**config.mk**
```make
export PLATFORM = sky130hd
export DESIGN_NAME = hm_win_top
export DESIGN_NICKNAME = d
export VERILOG_FILES = /design/src/rtl/hm_win_pkg.sv /design/src/rtl/hm_win_decode.sv /design/src/rtl/hm_access_reg.sv /design/src/rtl/hm_win_top.sv
export SDC_FILE = /design/constraint.sdc
export NUM_CORES = 1
export LEC_CHECK = 0
export CAP_MARGIN = 20
export CORE_ASPECT_RATIO = 0.75
export CORE_MARGIN = 5
export CORE_UTILIZATION = 35
export CTS_CLUSTER_DIAMETER = 50
export CTS_CLUSTER_SIZE = 40
export DETAILED_ROUTE_END_ITERATION = 7
export PLACE_DENSITY = 0.8
export SETUP_SLACK_MARGIN = 0.3
export SLEW_MARGIN = 20
export SYNTH_ARGS = -nofsm -noshare
export SYNTH_HDL_FRONTEND = slang
export SYNTH_SLANG_ARGS = --single-unit
export TNS_END_PERCENT = 1
```
**constraint.sdc**
```tcl
create_clock -name clk_i -period 0.85 [get_ports clk_i]
set_clock_uncertainty 0.2 [all_clocks]
set_input_delay 0.085 -clock clk_i [delete_from_list [all_inputs] [get_ports clk_i]]
set_output_delay 0.085 -clock clk_i [all_outputs]
set_load 0.02 [all_outputs]
```
**src/rtl/hm_win_pkg.sv**
```systemverilog
package hm_win_pkg;
  typedef enum logic [1:0] {
    TGT_NONE  = 2'd0,
    TGT_SRAM  = 2'd1,
    TGT_FLASH = 2'd2
  } tgt_e;

  localparam int unsigned HM_ADDR_W    = 17;
  localparam int unsigned HM_IMG_BASE  = 'h4010;
  localparam int unsigned HM_PROT_BASE = 'h4000;
  localparam int unsigned HM_FL_SPLIT  = 'h4000;
endpackage

```
**src/rtl/hm_win_decode.sv**
```systemverilog
module hm_win_decode
  import hm_win_pkg::*;
#(
  parameter int unsigned ADDR_W    = HM_ADDR_W,
  parameter int unsigned IMG_BYTES = 64,
  parameter int unsigned IMG_BASE  = HM_IMG_BASE,
  parameter int unsigned PROT_BASE = HM_PROT_BASE,
  parameter int unsigned FL_SPLIT  = HM_FL_SPLIT
) (
  input  logic              attr_i,
  input  logic              we_i,
  input  logic [ADDR_W-1:0] addr_i,
  input  logic              strap_i,
  input  logic              fl_wr_en_i,
  output tgt_e              tgt_o,
  output logic [ADDR_W-1:0] loc_addr_o,
  output logic              sram_we_o,
  output logic              flash_we_o,
  output logic              wr_err_o
);
  localparam logic [ADDR_W-1:0] ImgSpan  = ADDR_W'(2 * IMG_BYTES);
  localparam logic [ADDR_W-1:0] ImgBase  = ADDR_W'(IMG_BASE);
  localparam logic [ADDR_W-1:0] ProtBase = ADDR_W'(PROT_BASE);
  localparam logic [ADDR_W-1:0] FlSplit  = ADDR_W'(FL_SPLIT);

  tgt_e              tgt;
  logic [ADDR_W-1:0] la;

  always_comb begin
    tgt = TGT_NONE;
    la  = '0;
    if (attr_i && addr_i[0]) begin
      tgt = TGT_NONE;   // odd attribute byte: no storage behind it
    end else if (strap_i) begin
      if (attr_i) begin
        if (addr_i < FlSplit) begin
          tgt = TGT_FLASH;
          la  = addr_i;
        end
      end else begin
        la  = addr_i;
        tgt = (addr_i >= FlSplit) ? TGT_FLASH : TGT_SRAM;
      end
    end else if (attr_i) begin
      if (addr_i < ImgSpan) begin
        tgt = TGT_SRAM;
        la  = ImgBase + (addr_i >> 1);
      end
    end else begin
      tgt = TGT_SRAM;
      la  = addr_i;
    end
  end

  assign tgt_o      = tgt;
  assign loc_addr_o = la;
  assign sram_we_o  = we_i && (tgt == TGT_SRAM) && (la < ProtBase);
  assign flash_we_o = we_i && (tgt == TGT_FLASH) && fl_wr_en_i;
  assign wr_err_o   = we_i && (tgt == TGT_FLASH) && !fl_wr_en_i;
endmodule

```
**src/rtl/hm_access_reg.sv**
```systemverilog
module hm_access_reg
  import hm_win_pkg::*;
#(
  parameter int unsigned ADDR_W = HM_ADDR_W
) (
  input  logic              clk_i,
  input  logic              rst_ni,
  input  logic              req_i,
  input  tgt_e              tgt_i,
  input  logic [ADDR_W-1:0] addr_i,
  input  logic              sram_we_i,
  input  logic              flash_we_i,
  input  logic              wr_err_i,
  output logic              valid_o,
  output tgt_e              tgt_o,
  output logic [ADDR_W-1:0] addr_o,
  output logic              sram_we_o,
  output logic              flash_we_o,
  output logic              err_o
);
  always_ff @(posedge clk_i or negedge rst_ni) begin
    if (!rst_ni) begin
      valid_o    <= 1'b0;
      tgt_o      <= TGT_NONE;
      addr_o     <= '0;
      sram_we_o  <= 1'b0;
      flash_we_o <= 1'b0;
    end else if (req_i) begin
      valid_o    <= 1'b1;
      tgt_o      <= tgt_i;
      addr_o     <= addr_i;
      sram_we_o  <= sram_we_i;
      flash_we_o <= flash_we_i;
    end else begin
      valid_o    <= 1'b0;
      tgt_o      <= TGT_NONE;
      addr_o     <= '0;
      sram_we_o  <= 1'b0;
      flash_we_o <= 1'b0;
    end
  end

  // sticky until reset
  always_ff @(posedge clk_i or negedge rst_ni) begin
    if (!rst_ni)                 err_o <= 1'b0;
    else if (req_i && wr_err_i)  err_o <= 1'b1;
  end
endmodule

```
**src/rtl/hm_win_top.sv**
```systemverilog
module hm_win_top
  import hm_win_pkg::*;
#(
  parameter int unsigned ADDR_W    = HM_ADDR_W,
  parameter int unsigned IMG_BYTES = 64
) (
  input  logic              clk_i,
  input  logic              rst_ni,
  input  logic              host_req_i,
  input  logic              host_attr_i,
  input  logic              host_we_i,
  input  logic [ADDR_W-1:0] host_addr_i,
  input  logic              flash_strap_i,
  input  logic              flash_wr_en_i,
  output logic              acc_valid_o,
  output logic [ADDR_W-1:0] loc_addr_o,
  output logic              sram_sel_o,
  output logic              sram_we_o,
  output logic              flash_sel_no,
  output logic              flash_we_o,
  output logic              rd_ff_o,
  output logic              flash_wr_err_o
);
  tgt_e              d_tgt, q_tgt;
  logic [ADDR_W-1:0] d_addr;
  logic              d_swe, d_fwe, d_err;

  hm_win_decode #(
    .ADDR_W   (ADDR_W),
    .IMG_BYTES(IMG_BYTES)
  ) i_decode (
    .attr_i    (host_attr_i),
    .we_i      (host_we_i),
    .addr_i    (host_addr_i),
    .strap_i   (flash_strap_i),
    .fl_wr_en_i(flash_wr_en_i),
    .tgt_o     (d_tgt),
    .loc_addr_o(d_addr),
    .sram_we_o (d_swe),
    .flash_we_o(d_fwe),
    .wr_err_o  (d_err)
  );

  hm_access_reg #(
    .ADDR_W(ADDR_W)
  ) i_areg (
    .clk_i     (clk_i),
    .rst_ni    (rst_ni),
    .req_i     (host_req_i),
    .tgt_i     (d_tgt),
    .addr_i    (d_addr),
    .sram_we_i (d_swe),
    .flash_we_i(d_fwe),
    .wr_err_i  (d_err),
    .valid_o   (acc_valid_o),
    .tgt_o     (q_tgt),
    .addr_o    (loc_addr_o),
    .sram_we_o (sram_we_o),
    .flash_we_o(flash_we_o),
    .err_o     (flash_wr_err_o)
  );

  assign sram_sel_o   = (q_tgt == TGT_SRAM);
  assign flash_sel_no = (q_tgt != TGT_FLASH);
  assign rd_ff_o      = acc_valid_o && (q_tgt == TGT_NONE);
endmodule

```
# ---- After elaboration in Yosys (flattened, before gate mapping)
# Cells that the tools add are included.
dict set report word_totals {
  out_inout_bits 24
  ff_bits 23
}
dict set report op_classes {
  order_cmp 4
  mux 18
  eq_ne 4
  add_sub_neg 1
  n_reduce_logical 10
}
# cell count
set op_table {}
lappend op_table {{2-to-1 mux 17 bit} 7}
lappend op_table {{less-than comparator 17 x 15 -> 1 bit (second input constant)} 2}
lappend op_table {{adder 15 x 16 -> 17 bit (first input constant)} 1}
lappend op_table {{greater-or-equal comparator 17 x 15 -> 1 bit (second input constant)} 1}
lappend op_table {{less-than comparator 17 x 8 -> 1 bit (second input constant)} 1}
lappend op_table {{2-to-1 mux 2 bit} 6}
lappend op_table {{logical AND 1 bit} 8}
lappend op_table {{2-to-1 mux 1 bit} 5}
lappend op_table {{== test 2 x 1 -> 1 bit (second input constant)} 2}
lappend op_table {{== test 2 bit (second input constant)} 1}
lappend op_table {{zero test 2 bit} 1}
lappend op_table {{inequality test 2 bit (second input constant)} 1}
lappend op_table {{zero test 1 bit} 1}

# ---- Longest topological paths before layout
dict set report logic_depth {
  depth_word 9
  ltp_mapped 5
  mapped_depth_nobuf 4
}

# ---- By module
# A second synthesis with hierarchy kept.
dict set report hier_totals {
  hier_cells 120
  area_unflattened_um2 1265.0
}
# mod instances area_per_inst_um2 seq_area_each_um2 cells_per_inst
set modules_own_cells {}
lappend modules_own_cells {hm_access_reg 1 750.7 575.6 47}
lappend modules_own_cells {hm_win_decode 1 489.2 0.0 70}
lappend modules_own_cells {hm_win_top 1 25.0 0.0 3}

# ---- Worst setup path after synthesis
# No wires, ideal clock.
dict set report synth_timing {
  kind {register to output}
  from {register i_areg.valid_o}
  to {output port rd_ff_o}
  stages_incl_launch_ff 2
  slack_ns -0.423
  t_arrival_ns 0.988
  path_cell_list {dfrtp_1 nor3b_1}
}
dict set report synth_between {
  elab_chain_cells 1
}
# item line_no
set synth_lines {}
lappend synth_lines {{start, declared} hm_access_reg.sv:14} ;# output logic valid_o,
lappend synth_lines {{start signal, assigned} hm_access_reg.sv:23} ;# valid_o <= 1'b0;
lappend synth_lines {{start signal, assigned} hm_access_reg.sv:29} ;# valid_o <= 1'b1;
lappend synth_lines {{start signal, assigned} hm_access_reg.sv:35} ;# valid_o <= 1'b0;
lappend synth_lines {{logical AND 1 bit} hm_win_top.sv:65} ;# assign rd_ff_o = acc_valid_o && (q_tgt == TGT_NONE);
lappend synth_lines {{end, declared} hm_win_top.sv:21} ;# output logic rd_ff_o,
# No other way between the ends.

# ---- Worst setup path in the final report
dict set report layout_timing {
  from {register i_areg.tgt_o[0]}
  to {output port rd_ff_o}
}
dict set report layout_between {
  elab_chain_cells 2
}
# item line_no
set layout_lines {}
lappend layout_lines {{start, declared} hm_access_reg.sv:15} ;# output tgt_e tgt_o,
lappend layout_lines {{start signal, assigned} hm_access_reg.sv:30} ;# tgt_o <= tgt_i;
lappend layout_lines {{zero test 2 bit} hm_win_top.sv:65}
lappend layout_lines {{logical AND 1 bit} hm_win_top.sv:65}
# No other way between the ends.

==> impl_metrics.csv <==
group,metric,value,unit
outcome,status,"finished, violations left",
outcome,violations,"hold timing, setup timing",
setup_path,required,560,ps
power,ir_drop,850,uV
finish,nFillCells,225,
placement,place_congestion,0.890,
global_routing,grt_max_degree,24,
floorplanning,ios,48,
detailed_routing,firstDrtPassIters,4,
clock_network,cts_tree,"yes",
sta,tightest_slew,319,ps
setup_path,crit_path_start_kind,"flop",
clock_network,clkLatencyLatePin,260,ps
sta,setup_viol,44,
yosys,netlist_instances,83,
detailed_routing,final_antenna_net_count,0,
finish,seq_area,576,sq um
clock_network,clock-sinks,23,
yosys,ys_seq_elements,23,
yosys,async_flop_share,100,%
floorplanning,die_area,4020,sq um
detailed_routing,wirelength,2900,microns
setup_path,slowest_stage,"dfrtp_1",
yosys,syn_nets,108,
clock_network,path_clk_slew,80,ps
run,cap_violations,0,
hold_path,hp-class,"in2reg",
placement,dp.cells,182,
detailed_routing,avgRoutedWirePerCell,15.6,microns
power,p_leak,0.841,nW
floorplanning,initial_core_util,37.4,%
setup_path,critical_path_class,"reg2out",
clock_network,cts_max_level,1,
sta,fmax,779,MHz
yosys,syn_area_per_cell,12.0,sq um
yosys,yosysSeqAreaShare,57.8,%
clock_network,clk_path_buf_depth,2,
sta,max-slew-margin-rel,78.6,%
placement,post-dp-hpwl,2150,microns
setup_path,end_kind,"output port",
floorplanning,core,2660,sq um
finish,layout.nets,176,
setup_path,crit_chain,"nor3b_2 -> buf_4",
yosys,synth_top_cell_area_share,57.8,%
sta,holdWs,-109,ps
global_routing,grt.overflow.total,0,
finish,stdcell_count,186,
global_routing,grt_pass1_wl,4850,microns
clock_network,cts_made_buffers,3,
setup_path,critPathArrivalTime,1000,ps
power,powerDensity,1450,nW/um^2
floorplanning,die_y,56.2,microns
floorplanning,rows,16,
yosys,yosysWarnings,0,
finish,areaGrowthSynthToFinish,65.8,%
yosys,synth_area_leaders,"dfrtp_1 58%, and2_1 5.0%, nor4_4 4.3%",
yosys,synth_area,996,sq um
sta,hold_viol_final,29,
yosys,synth_top_area_cell,"dfrtp_1",
placement,numPortBuffers,47,
finish,layout_common_cells,"23 x dfrtp_1, 22 x buf_2, 15 x buf_4",
detailed_routing,viasPerCell,4.95,
finish,multi_input_area,478,sq um
finish,antenna_cells,0,
detailed_routing,vias,920,
setup_path,crit_family,"flip-flops",
setup_path,path_max_fanout,3,
sta,fin_crit_sh,151,%
sta,final_max_slew_viol_count,0,
floorplanning,die_width,71.6,microns
finish,mostFrequentLayoutCell,"dfrtp_1",
placement,pre_cts_slack,-971,ps
global_routing,track_usage,15.6,%
yosys,synth_edf_count,0,
setup_path,path_buf_inv,1,
sta,fin_ws,-433,ps
yosys,synth_cell_type_count,28,
yosys,synth_ff_type,"dfrtp_1",
detailed_routing,route.detailed.drc,0,
sta,post-route-min-period,1280,ps
global_routing,antenna_found_initial,0,
setup_path,critPathMaxStageDelay,400,ps
detailed_routing,drt_iter0_markers,14,
sta,rsz0062_at_grt,"yes",
clock_network,cts-root-buf,"clkbuf_8",
finish,layout-drive-gt1-share,48.7,%
global_routing,grt_pass1_vias,966,
==> layer usage <==
layer	track usage [%]	share of wire (%)	routed length (microns)
met5	0	0	0
met3	5.96	6.1	176
met2	25.1	52	1510
met4	4.02	1.5	44
met1	19.5	41	1180
==> Yosys cell counts (all sizes together) (2+ instances only) <==
cell type and n:
nor4 2, and3 2, nand2 6, nor2 6
a21boi 2, a21oi 2, a31o 2, nand2b 3
and2 9, o21ai 2, mux2i 3, dfrtp 23
a22oi 4, nor2b 3, nor3 5
==> final cells by class <==
type | instances | area share [%]
Multi-Input combinational cell | 58 | 28.9
Tap cell | 36 | 2.73
Clock inverter | 1 | 0.303
Inverter | 1 | 0.227
Timing Repair Buffer | 64 | 30.5
Sequential cell | 23 | 34.8
Clock buffer | 3 | 2.50
==> logic make-up after synthesis <==
| kind of cell | share of synthesized area, % |
|---|---|
| flops | 57.8 |
| simple gates | 25.1 |
| compound gates | 11.3 |
| mux | 3.02 |
| fa+ha+maj | 1.26 |
| buf+inv | 1.51 |
==> sequential cells by signal, summed over array words and instances (netlist names) <==
name               flops
i_areg.flash_we_o      1
i_areg.tgt_o           2
i_areg.err_o           1
i_areg.addr_o         17
i_areg.valid_o         1
i_areg.sram_we_o       1
==> per-stage QoR <==
stage               cell area [sq um]  setup TNS, ps  utilization (%)  total power, W
floorplan                        1000          -5110                -         0.00138
CTS                              1600         -13970             60.2         0.00236
detailed placement               1650         -28260             61.8         0.00175
global route                     1650         -13420             62.0         0.00251
global placement                 1650         -27070             61.8         0.00173
finish                           1650         -11240             62.0         0.00239
==> where the power goes <==
| part | total (W) | internal, W | switching [W] |
|---|---|---|---|
| Sequential | 0.00117 | 0.00114 | 0.0000222 |
| Clock | 0.000671 | 0.000327 | 0.000344 |
| Combinational | 0.000553 | 0.000277 | 0.000277 |
==> worst paths after layout <==
kind | from | cells after the start | slack [ps] | endpoint
min in group asynchronous | rst_ni | 2 | -40 | i_areg.addr_o[9]
worst min-delay path | host_addr_i[10] | 2 | -110 | i_areg.addr_o[10]
worst max register to register | i_areg.err_o | 1 | -50 | i_areg.err_o
worst max-delay path | i_areg.tgt_o[0] | 2 | -430 | rd_ff_o
max in group asynchronous | rst_ni | 2 | 350 | i_areg.addr_o[0]
worst min register to register | i_areg.err_o | 1 | 320 | i_areg.err_o
==> repair_timing <==
item | 4_1_cts | 5_1_grt
pin swaps | 11 | 8
setup endpoints to repair | 47 | 47
hold endpoints to repair | 25 | 28
resized for setup | 125 | 35
setup buffers | 0 | 0
(Power assumes the default switching activity.)
